$ cat config.mk
export PLATFORM = sky130hd
export DESIGN_NAME = pairdiv_unit
export DESIGN_NICKNAME = d
export VERILOG_FILES = /design/src/rtl/pairdiv_pkg.sv /design/src/rtl/pairdiv_operands.sv /design/src/rtl/pairdiv_step.sv /design/src/rtl/pairdiv_ctrl.sv /design/src/rtl/pairdiv_unit.sv
export SDC_FILE = /design/constraint.sdc
export NUM_CORES = 1
export LEC_CHECK = 0
export BUFFER_PORTS_ARGS = -buffer_cell sky130_fd_sc_hd__buf_2
export CAP_MARGIN = 30
export CORE_ASPECT_RATIO = 1.25
export CORE_MARGIN = 1
export CORE_UTILIZATION = 40
export CTS_CLUSTER_DIAMETER = 30
export DETAILED_ROUTE_END_ITERATION = 10
export PLACE_DENSITY = 0.54
export SLEW_MARGIN = 20
export SYNTH_ARGS = -nofsm -noshare
export SYNTH_HDL_FRONTEND = slang
export SYNTH_HIERARCHICAL = 1
export SYNTH_SLANG_ARGS = --single-unit
$ cat constraint.sdc
create_clock -name clk -period 8.4 [get_ports clk]
set_input_delay 1.68 -clock clk [delete_from_list [all_inputs] [get_ports clk]]
set_output_delay 1.68 -clock clk [all_outputs]
set_load 0.005 [all_outputs]
$ cat src/rtl/pairdiv_pkg.sv
package pairdiv_pkg;

  // Sequencer states of the divider.
  typedef enum logic [1:0] {
    ST_IDLE = 2'd0,
    ST_RUN  = 2'd1,
    ST_FIN  = 2'd2
  } div_state_e;

endpackage

$ cat src/rtl/pairdiv_operands.sv
// Builds the working dividend and divisor from the register halves.
// In narrow mode the dividend is placed at the top of the shift register,
// so that HALF_W steps move it completely into the partial remainder.
module pairdiv_operands #(
  parameter int HALF_W = 16
) (
  input  logic                  wide_i,
  input  logic [HALF_W-1:0]     ax_i,
  input  logic [HALF_W-1:0]     bc_i,
  input  logic [HALF_W-1:0]     de_i,
  input  logic [HALF_W-1:0]     hl_i,
  output logic [2*HALF_W-1:0]   dividend_o,
  output logic [2*HALF_W-1:0]   divisor_o
);
  localparam int W = 2 * HALF_W;

  always_comb begin
    if (wide_i) begin
      dividend_o = {bc_i, ax_i};
      divisor_o  = {hl_i, de_i};
    end else begin
      dividend_o = {ax_i, {HALF_W{1'b0}}};
      divisor_o  = W'(de_i);
    end
  end
endmodule

$ cat src/rtl/pairdiv_step.sv
// One clock's worth of restoring division: RB shift-compare-subtract
// stages chained together combinationally.
module pairdiv_step #(
  parameter int W  = 32,
  parameter int RB = 2
) (
  input  logic [W-1:0] rem_i,
  input  logic [W-1:0] quo_i,
  input  logic [W-1:0] dsr_i,
  output logic [W-1:0] rem_o,
  output logic [W-1:0] quo_o
);
  always_comb begin
    logic [W:0]   sh;
    logic [W:0]   df;
    logic [W-1:0] r;
    logic [W-1:0] q;
    logic         ge;
    r = rem_i;
    q = quo_i;
    for (int k = 0; k < RB; k++) begin
      sh = {r, q[W-1]};
      ge = (sh >= {1'b0, dsr_i});
      df = sh - {1'b0, dsr_i};
      q  = {q[W-2:0], ge};
      r  = ge ? df[W-1:0] : sh[W-1:0];
    end
    rem_o = r;
    quo_o = q;
  end
endmodule

$ cat src/rtl/pairdiv_ctrl.sv
// Sequencer: accepts a start while idle, counts iterations, then finishes.
module pairdiv_ctrl
  import pairdiv_pkg::*;
#(
  parameter int NARROW_ITERS = 8,
  parameter int WIDE_ITERS   = 16
) (
  input  logic clk,
  input  logic rst_n,
  input  logic start_i,
  input  logic wide_i,
  output logic load_o,
  output logic step_o,
  output logic finish_o,
  output logic busy_o,
  output logic wide_q_o
);
  localparam int CNT_W = $clog2(WIDE_ITERS + 1);

  div_state_e       state_q, state_n;
  logic [CNT_W-1:0] cnt_q, cnt_n;
  logic             wide_q, wide_n;

  always_comb begin
    state_n  = state_q;
    cnt_n    = cnt_q;
    wide_n   = wide_q;
    load_o   = 1'b0;
    step_o   = 1'b0;
    finish_o = 1'b0;
    unique case (state_q)
      ST_IDLE: begin
        if (start_i) begin
          load_o  = 1'b1;
          wide_n  = wide_i;
          cnt_n   = wide_i ? CNT_W'(WIDE_ITERS - 1) : CNT_W'(NARROW_ITERS - 1);
          state_n = ST_RUN;
        end
      end
      ST_RUN: begin
        step_o = 1'b1;
        if (cnt_q == '0) state_n = ST_FIN;
        else             cnt_n   = cnt_q - 1'b1;
      end
      ST_FIN: begin
        finish_o = 1'b1;
        state_n  = ST_IDLE;
      end
      default: state_n = ST_IDLE;
    endcase
  end

  always_ff @(posedge clk or negedge rst_n) begin
    if (!rst_n) begin
      state_q <= ST_IDLE;
      cnt_q   <= '0;
      wide_q  <= 1'b0;
    end else begin
      state_q <= state_n;
      cnt_q   <= cnt_n;
      wide_q  <= wide_n;
    end
  end

  assign busy_o   = (state_q != ST_IDLE);
  assign wide_q_o = wide_q;
endmodule

$ cat src/rtl/pairdiv_unit.sv
// Register-pair unsigned divider, narrow (HALF_W) and wide (2*HALF_W) modes.
module pairdiv_unit #(
  parameter int HALF_W     = 16,
  parameter int RADIX_BITS = 2
) (
  input  logic              clk,
  input  logic              rst_n,
  input  logic              start_i,
  input  logic              wide_i,
  input  logic [HALF_W-1:0] ax_i,
  input  logic [HALF_W-1:0] bc_i,
  input  logic [HALF_W-1:0] de_i,
  input  logic [HALF_W-1:0] hl_i,
  output logic              busy_o,
  output logic              done_o,
  output logic [HALF_W-1:0] ax_o,
  output logic [HALF_W-1:0] bc_o,
  output logic [HALF_W-1:0] de_o,
  output logic [HALF_W-1:0] hl_o
);
  localparam int W            = 2 * HALF_W;
  localparam int NARROW_ITERS = HALF_W / RADIX_BITS;
  localparam int WIDE_ITERS   = W / RADIX_BITS;

  logic         load, step, finish, busy, wide_q;
  logic [W-1:0] dividend, divisor;
  logic [W-1:0] rem_q, rem_n, quo_q, quo_n, dsr_q, dsr_n;
  logic [W-1:0] rem_step, quo_step;
  logic [HALF_W-1:0] bck_q, bck_n, hlk_q, hlk_n;
  logic [HALF_W-1:0] ax_q, ax_n, bc_q, bc_n, de_q, de_n, hl_q, hl_n;
  logic         done_q, done_n;

  pairdiv_ctrl #(
    .NARROW_ITERS (NARROW_ITERS),
    .WIDE_ITERS   (WIDE_ITERS)
  ) u_ctrl (
    .clk      (clk),
    .rst_n    (rst_n),
    .start_i  (start_i),
    .wide_i   (wide_i),
    .load_o   (load),
    .step_o   (step),
    .finish_o (finish),
    .busy_o   (busy),
    .wide_q_o (wide_q)
  );

  pairdiv_operands #(.HALF_W(HALF_W)) u_ops (
    .wide_i     (wide_i),
    .ax_i       (ax_i),
    .bc_i       (bc_i),
    .de_i       (de_i),
    .hl_i       (hl_i),
    .dividend_o (dividend),
    .divisor_o  (divisor)
  );

  pairdiv_step #(.W(W), .RB(RADIX_BITS)) u_step (
    .rem_i (rem_q),
    .quo_i (quo_q),
    .dsr_i (dsr_q),
    .rem_o (rem_step),
    .quo_o (quo_step)
  );

  // Next-state logic of the datapath and result registers.
  always_comb begin
    rem_n  = rem_q;
    quo_n  = quo_q;
    dsr_n  = dsr_q;
    bck_n  = bck_q;
    hlk_n  = hlk_q;
    ax_n   = ax_q;
    bc_n   = bc_q;
    de_n   = de_q;
    hl_n   = hl_q;
    done_n = 1'b0;
    if (load) begin
      rem_n = '0;
      quo_n = dividend;
      dsr_n = divisor;
      bck_n = bc_i;
      hlk_n = hl_i;
    end else if (step) begin
      rem_n = rem_step;
      quo_n = quo_step;
    end
    if (finish) begin
      ax_n   = quo_q[HALF_W-1:0];
      de_n   = rem_q[HALF_W-1:0];
      done_n = 1'b1;
      if (wide_q) begin
        bc_n = quo_q[W-1:HALF_W];
        hl_n = rem_q[W-1:HALF_W];
      end else begin
        bc_n = bck_q;
        hl_n = hlk_q;
      end
    end
  end

  always_ff @(posedge clk or negedge rst_n) begin
    if (!rst_n) begin
      rem_q  <= '0;
      quo_q  <= '0;
      dsr_q  <= '0;
      bck_q  <= '0;
      hlk_q  <= '0;
      ax_q   <= '0;
      bc_q   <= '0;
      de_q   <= '0;
      hl_q   <= '0;
      done_q <= 1'b0;
    end else begin
      rem_q  <= rem_n;
      quo_q  <= quo_n;
      dsr_q  <= dsr_n;
      bck_q  <= bck_n;
      hlk_q  <= hlk_n;
      ax_q   <= ax_n;
      bc_q   <= bc_n;
      de_q   <= de_n;
      hl_q   <= hl_n;
      done_q <= done_n;
    end
  end

  assign busy_o = busy;
  assign done_o = done_q;
  assign ax_o   = ax_q;
  assign bc_o   = bc_q;
  assign de_o   = de_q;
  assign hl_o   = hl_q;
endmodule

==> flow_summary_export.csv <==
group,metric,value,unit
floorplanning,fp-row-count,74,
sta,hold_viol,0,
placement,portBuffers,133,
yosys,yosysWarnings,6,
drt,routedWlPerCell,17.4,microns
yosys,synth_top_cell_by_area,"dfrtp_1",
sta,setup_ws,1.52,ns
drt,postRouteAntennaNets,0,
global_routing,track_usage,18.9,%
status,violations,"design-rule violations",
floorplanning,dieHeight,207,microns
cts,cts.sinks,201,
critical_path,critPathKind,"register to register",
yosys,synthCells,1303,
drt,firstDrtPassIters,8,
cells_and_area,antenna_cells,0,
yosys,synth_mux_area_share,22.6,%
cts,cts.repair.resized,0,
cts,clock-root-buffer,"clkbuf_16",
drt,post_drt_via_cell_ratio,5.30,
cts,holdBufCountCts,0,
yosys,ys.flop_type,"dfrtp_1",
critical_path,slowest_delay,0.64,ns
cells_and_area,drive_above_1_share,29.5,%
sta,worst-slew-pin-transition,0.914,ns
floorplanning,initial_core_util,40.8,%
yosys,synthesis.nets,1438,
global_routing,antenna_found_initial,3,
cells_and_area,mostFrequentLayoutCells,"dfrtp_1 (200), mux2_2 (140), buf_2 (132)",
sta,rsz0062_at_grt,"no",
sta,setup_viol_count_final,0,
critical_path,critPathLaunchType,"register",
drt,vias,9735,
yosys,synth-compound-area-share,12.0,%
drt,routed_wl,31900,microns
critical_path,crit_chain,"inv_1, ha_1, nor2b_1, o2111ai_1, a211oi_1, o21ai_1, a21oi_2, o21ai_1, nand2_1, buf_4, mux2_2, ha_1, a21o_1, a211oi_1, o21ai_0, a221oi_1, o21ai_2, a21boi_4, a2bb2oi_2, and2_4, mux2_2, mux2i_1, nor2_1",
global_routing,grt_max_degree,116,
global_routing,grt_overflow,0,
yosys,synth_top_family_by_area,"multiplexers",
critical_path,critPathCaptureType,"register",
yosys,postSynth.asyncResetShare,100,%
cts,cts_buffer_depth,3,
yosys,synth_sequential_area_ratio,37.5,%
cts,cts_buffers,46,
yosys,synthSimpleGateAreaFrac,10.1,%
cts,clock_latency,0.54,ns
yosys,synth_fa_ha_area_share,6.36,%
cells_and_area,fin_nets,1520,
critical_path,cpMaxStageDelayCell,"nand2_1",
cts,post_cts_buffers,0,
cts,clkTransAtPathRegs,0.05,ns
drt,route.detailed.drc,7,
cts,h-tree-depth,2,
floorplanning,die_w,166,microns
sta,fin_crit,6.88,ns
cells_and_area,final_common_cell,"dfrtp_1",
global_routing,grt_pass1_wl,52200,microns
drt,initialDrtViolationCount,471,
yosys,synth_top_cell_area_share,37.5,%
run,maxCapViolCount,0,
placement,place_congestion,0.873,
critical_path,critical_path_required,8.77,ns
sta,period_share,82.0,%
yosys,synthTopCellsByArea,"dfrtp_1 (37%), mux2_2 (12%), mux2i_1 (7.4%)",
cells_and_area,syn2layout_area_growth,16.3,%
cells_and_area,regArea,0.00503,sq mm
yosys,syn_area,0.0134,sq mm
yosys,synth_edf_count,0,
sta,final_max_slew_viol_count,0,
yosys,ys_types,66,
critical_path,cp_max_fo,32,
yosys,synth_xor_xnor_area_share,3.40,%
placement,hpwlAfterDp,22700,microns
floorplanning,core_area,0.0329,sq mm
status,status,"finished with violations",
critical_path,cp.arrival,7.26,ns
sta,fin_skew,0.0181,ns
cts,cts_tree,"yes",
sta,fmax,0.145,GHz
placement,pre_cts_ws,1.46,ns
global_routing,grt_pass1_vias,10052,
cells_and_area,multiInputGateArea,0.00732,sq mm
yosys,avgSynthCellArea,10.3,sq um
min_path,holdCritPathClass,"register to register",
floorplanning,dieArea,0.0343,sq mm
sta,finalSetupTns,0,ns
yosys,yosys_register_bits,201,
floorplanning,pin_count,134,
cells_and_area,fillers,3088,
sta,slew_headroom,39.0,%
==> cell type report <==
type | count | area share, %
timing repair buffer | 141 | 4.87
sequential | 201 | 32.2
multi-input combinational | 935 | 46.9
tap | 418 | 3.35
clock buffer | 54 | 8.03
inverter | 60 | 1.48
clock inverter | 28 | 3.14
==> worst max-delay path: cells and delay by family, from the launching register on <==
kind,cells,cell delay (ns)
buffers and inverters,2,0.52
multiplexers,3,0.94
AND/OR/NAND/NOR,4,1.49
adder cells (fa/ha/maj),2,0.69
AO/OA/AOI/OAI,12,2.71
flip-flops,1,0.34
==> registers in the layout (all words and copies together) (netlist names) <==
register and count:
rem_q 32, ax_o 16, u_ctrl/state_q 2, hlk_q 16
bc_o 16, hl_o 16, u_ctrl/wide_q_o 1, dsr_q 32
quo_q 32, done_o 1, u_ctrl/cnt_q 5, de_o 16
bck_q 16
==> worst paths after layout <==
path	start	end	slack [ns]	cells past startpoint
max	dsr_q[1]$_DFFE_PN0P_	rem_q[1]$_DFFE_PN0P_	1.52	23
min	de_o[10]$_DFFE_PN0P_	de_o[10]$_DFFE_PN0P_	0.49	1
max reg2reg	dsr_q[1]$_DFFE_PN0P_	rem_q[1]$_DFFE_PN0P_	1.52	23
min reg2reg	de_o[10]$_DFFE_PN0P_	de_o[10]$_DFFE_PN0P_	0.49	1
max in group asynchronous	rst_n	bck_q[14]$_DFFE_PN0P_	5.94	2
min in group asynchronous	rst_n	hlk_q[1]$_DFFE_PN0P_	1.17	1
==> cells by family after synthesis <==
kind of cell	count (synthesis)
and+or+nand+nor	294
muxes	270
AOI/OAI and AO/OA	252
DFF	201
buffers and inverters	167
adders and majority gates	67
xor gates and xnor gates	52
==> through the flow <==
| step | util, % | hold WS [ns] | instance area (sq um) | cells |
|---|---|---|---|---|
| after global routing | 47.5 | 0.511 | 15600 | 1837 |
| after floorplan | - | 0.445 | 13400 | 1303 |
| after detailed placement | 42.1 | 0.488 | 13800 | 1754 |
| after CTS | 47.4 | 0.502 | 15600 | 1836 |
| final | 47.5 | 0.494 | 15600 | 1837 |
| after global placement | 42.1 | 0.486 | 13800 | 1753 |
==> cells in the mapped netlist (all sizes together), types with 5 or more instances <==
master     n
dfrtp    201
mux2     171
nor2     108
buf       99
mux2i     99
a21oi     87
nand2     73
o21ai     68
ha        65
inv       60
xnor2     39
and2      34
a21o      23
nand3     18
nor3      17
xor2      13
a211oi    11
nand4     11
a2111oi    8
clkbuf     8
nor2b      8
o21a       8
and3       6
a31oi      5
o31ai      5
==> layer usage <==
| metal | vias to the layer above | track usage (%) | wire length, microns |
|---|---|---|---|
| li1 | 4768 | - | - |
| met1 | 4706 | 21.2 | 13200 |
| met2 | 196 | 35.4 | 16400 |
| met3 | 59 | 4.27 | 1550 |
| met4 | 6 | 6.21 | 755 |
| met5 | - | 0 | 37 |
Power is not shown: default switching activity piles up to over one toggle a cycle in this logic, so the estimate is an artifact.
